===== config.mk =====
export PLATFORM = sky130hd
export DESIGN_NAME = ext_trig_clkpath
export DESIGN_NICKNAME = d
export VERILOG_FILES = /design/src/rtl/ext_trig_clkpath.sv
export SDC_FILE = /design/constraint.sdc
export NUM_CORES = 1
export LEC_CHECK = 0
export ABC_CLOCK_PERIOD_IN_PS = 4900
export BUFFER_PORTS_ARGS = -buffer_cell sky130_fd_sc_hd__clkbuf_2
export CAP_MARGIN = 20
export CORE_ASPECT_RATIO = 1.1
export CORE_UTILIZATION = 48
export DETAILED_ROUTE_END_ITERATION = 16
export PLACE_DENSITY = 0.8
export SLEW_MARGIN = 25
export SYNTH_ARGS = -nofsm -noshare
export SYNTH_HDL_FRONTEND = slang
export SYNTH_SLANG_ARGS = --single-unit

===== constraint.sdc =====
create_clock -name clk -period 4.9 [get_ports clk]
set_input_delay 0.735 -clock clk [delete_from_list [all_inputs] [get_ports clk]]
set_output_delay 0.735 -clock clk [all_outputs]
set_load 0.02 [all_outputs]

===== src/rtl/ext_trig_clkpath.sv =====
module ext_trig_clkpath #(
  parameter int CNT_W  = 16,
  parameter int FILT_W = 4
) (
  input  logic              clk,
  input  logic              rst,
  input  logic [1:0]        src_sel,
  input  logic              pclk_in,
  input  logic              ref_slow_in,
  input  logic              lf_clk_in,
  input  logic              pin_in,
  input  logic              pin_mask_in,
  input  logic              mask_en,
  input  logic              pol_inv,
  input  logic [FILT_W-1:0] filt_len,
  input  logic [1:0]        psc_sel,
  input  logic              mode2_en,
  input  logic              cnt_en,
  output logic [CNT_W-1:0]  count,
  output logic              ovf
);

  localparam int PSC_W = 3;

  logic              pin_gated, raw, trig;
  logic              s1, s2, lvl, lvl_d, rise, psc_hit, inc;
  logic [FILT_W-1:0] stab;
  logic [PSC_W-1:0]  psc_cnt, psc_mask;

  assign pin_gated = mask_en ? (pin_in & pin_mask_in) : pin_in;

  always_comb begin
    case (src_sel)
      2'd0:    raw = pclk_in;
      2'd1:    raw = ref_slow_in;
      2'd2:    raw = lf_clk_in;
      default: raw = pin_gated;
    endcase
  end

  assign trig = raw ^ pol_inv;

  always_ff @(posedge clk) begin
    if (rst) begin
      s1 <= 1'b0;
      s2 <= 1'b0;
    end else begin
      s1 <= trig;
      s2 <= s1;
    end
  end

  always_ff @(posedge clk) begin
    if (rst) begin
      lvl  <= 1'b0;
      stab <= '0;
    end else if (s2 == lvl) begin
      stab <= '0;
    end else if ({1'b0, stab} + 1'b1 >= {1'b0, filt_len}) begin
      lvl  <= s2;
      stab <= '0;
    end else begin
      stab <= stab + 1'b1;
    end
  end

  always_ff @(posedge clk) begin
    if (rst) lvl_d <= 1'b0;
    else     lvl_d <= lvl;
  end

  assign rise = lvl & ~lvl_d;

  always_comb begin
    case (psc_sel)
      2'd0:    psc_mask = 3'b000;
      2'd1:    psc_mask = 3'b001;
      2'd2:    psc_mask = 3'b011;
      default: psc_mask = 3'b111;
    endcase
  end

  assign psc_hit = rise && ((psc_cnt & psc_mask) == psc_mask);

  always_ff @(posedge clk) begin
    if (rst || !mode2_en) psc_cnt <= '0;
    else if (rise)        psc_cnt <= psc_hit ? '0 : psc_cnt + 1'b1;
  end

  assign inc = psc_hit & mode2_en & cnt_en;

  always_ff @(posedge clk) begin
    if (rst) begin
      count <= '0;
      ovf   <= 1'b0;
    end else begin
      ovf <= inc && (&count);
      if (inc) count <= count + 1'b1;
    end
  end

endmodule


==> flow_metrics.tcl <==
set metrics [dict create \
    period_share 0.370 \
    syn-num-nets 195 \
    drt_iter0_drc 41 \
    fin_tns_setup_ns 0 \
    endpoint_kind "flip-flop" \
    synth.distinct_cells 38 \
    grt_pass1_vias 1222 \
    synth_edf_count 0 \
    place.gp.congestion 0.796 \
    fp-row-count 21 \
    holdBufCountCts 0 \
    worstRegToRegCells 6 \
    die_height_um 60.9 \
    peakVddDrop_v 0.000139 \
    clockBufferDepth 2 \
    start_util 0.501 \
    fp.dieW_um 55.5 \
    yosys_warnings 0 \
    clkLatencyLatePin_ns 0.32 \
    r2r_start "stab[0]" \
    wl_um 2820 \
    grt_pass1_wl_um 4840 \
    relSlewSlack 0.658 \
    r2r-end "lvl" \
    cts.sinks 28 \
    ys_seq_area_frac 0.370 \
    netlist_instances 169 \
    start_kind "input pin" \
    crit_slowest_cell "a21boi_1" \
    dpl.hpwl_um 2070 \
    worstMarginPinSlew_ns 0.513 \
    drtPass1Iterations 5 \
    nFillCells 294 \
    cts_max_level 1 \
    nets 226 \
    cp.required_ns 5.13 \
    place_area_um2 1680 \
    final_util 0.564 \
    drcViolationCount 0 \
    min_to "s2" \
    hold_violations 0 \
    path_buf_inv 2 \
    root_buffer "clkbuf_4" \
    rsz0062_at_grt "false" \
    fmax_mhz 552 \
    fin_crit_ns 1.81 \
    antenna_cells 0 \
    vias_per_cell 5.88 \
    cts_setup_buffers 0 \
    core-area_um2 3020 \
    worst-path-max-fanout 24 \
    port_buffers 35 \
    fin_skew_ns 0.00128 \
    synth-seq-cells 28 \
    grtUsageTotal 0.180 \
    die_area_um2 3380 \
    io_pins 36 \
    drv_cap 0 \
    antenna_found_initial 0 \
    hold_class "flip-flop to flip-flop" \
    fin_area_um2 1700 \
    setup_viol 0 \
    cts_resized 0 \
    drive_above_1_share 0.232 \
    netlist_area_um2 1510 \
    powerDensity_nw_per_um2 207 \
    syn2layout_area_growth_pct 12.6 \
    cp_top_family "buffers and inverters" \
    synth_ff_type "dfxtp_1" \
    hold_path_depth 1 \
    async_flop_share 0 \
    cpPeakStageDelay_ns 0.43 \
    final_antenna_net_count 0 \
    regToRegSetupSlack_ns 3.12 \
    arrival_ns 2.04 \
    vias 1365 \
    grt_max_degree 28 \
    status "finished clean" \
    synth.avg_cell_area_um2 8.96 \
    numCtsBuffers 3 \
    cts_tree "done" \
    finalMaxSlewViolations 0 \
    crit_chain "clkbuf_2 -> nand2b_1 -> a21boi_1 -> buf_4 -> nor4_1 -> mux2_2" \
    clk_pin_slew_ns 0.14 \
    hp-start "s1" \
    p_leak_nw 0.668 \
    path_class "input pin to flip-flop" \
    grt-ovfl-total 0 \
    routedWlPerCell_um 12.2 \
]
## worst register-to-register path: cells and delay by family, from the launching register on
family	cells	cell delay (ns)
AO/OA/AOI/OAI	2	0.27
XOR/XNOR	1	0.18
adder cells (fa/ha/maj)	2	0.51
flip-flops	1	0.37
multiplexers	1	0.35
## metal layers
metal  part of all wire  track usage  up-vias
li1                   -            -      696
met1               0.46        0.190      630
met2               0.49        0.348       35
met3              0.044       0.0341        4
met4              0.011       0.0929        0
met5                  0            0        -
## cells by family after synthesis
logic type,after synthesis,synth area share
multiplexers,4,0.0289
AO/OA/AOI/OAI,38,0.163
buffers and inverters,17,0.0554
adder cells (fa/ha/maj),7,0.0578
flip-flops,28,0.370
XOR/XNOR,5,0.0289
AND/OR/NAND/NOR,70,0.296
## flip-flops by register name, indices dropped and copies added, names as in the netlist
signal	flops
lvl_d	1
lvl	1
s1	1
s2	1
psc_cnt	3
count	16
stab	4
ovf	1
## stage by stage
| step | hold slack, ns | cells | power [mW] | setup slack, ns |
|---|---|---|---|---|
| floorplan | 0.414 | 169 | 0.254 | 3.01 |
| global placement | 0.423 | 229 | 0.264 | 2.79 |
| detailed placement | 0.428 | 229 | 0.265 | 2.75 |
| CTS | 0.461 | 232 | 0.359 | 3.09 |
| global route | 0.461 | 232 | 0.368 | 2.94 |
| finish | 0.456 | 232 | 0.353 | 3.09 |
## Yosys cell counts, drive strengths merged (4+ instances only)
master | n | area [um^2]
buf | 6 | 42.5
and4 | 4 | 35.0
clkbuf | 4 | 15.0
o21ai | 4 | 20.0
nor2 | 6 | 22.5
o31ai | 12 | 90.1
inv | 7 | 26.3
ha | 7 | 87.6
nand4 | 6 | 52.6
or4 | 12 | 90.1
nor2b | 9 | 56.3
dfxtp | 28 | 561
nand3 | 7 | 40.0
nand2 | 8 | 30.0
a21oi | 14 | 70.1
## cell usage in the layout (no fill, tap or decap), drive strengths merged, types with 2 or more instances in the layout
cell     n
nor2     6
dfxtp   28
a211oi   2
or4     12
mux2     3
nand3    7
clkbuf  38
and2     2
a21oi   14
inv      7
nor4b    3
nand2    8
nand2b   3
ha       7
xor2     2
o21ai    4
and4     4
nand4    6
o31ai   12
nor2b    9
xnor2    3
nor3     2
and3     2
nor4     3
## cell type report
class,instances,area [um^2],area share
clock buffer,3,22.5,0.0132
inverter,7,26.3,0.0154
multi-input combinational,124,870,0.510
sequential,28,561,0.329
tap,34,42.5,0.0250
timing repair buffer,36,183,0.107
## worst max-delay path by stage
stage	startpoint	depth (start not counted)	to
2_1_floorplan	filt_len[0]	5	lvl
3_3_place_gp	psc_sel[0]	6	count[11]
3_5_place_dp	psc_sel[0]	6	count[14]
4_1_cts	psc_sel[0]	6	psc_cnt[1]
5_1_grt	psc_sel[0]	6	psc_cnt[2]
6_report	psc_sel[0]	6	count[11]
## where the power goes
group	total, mW	switching, mW	internal [mW]
sequential	0.231	0.000979	0.230
combinational	0.0290	0.0161	0.0129
clock	0.0934	0.0646	0.0288
(Power assumes the default switching activity.)
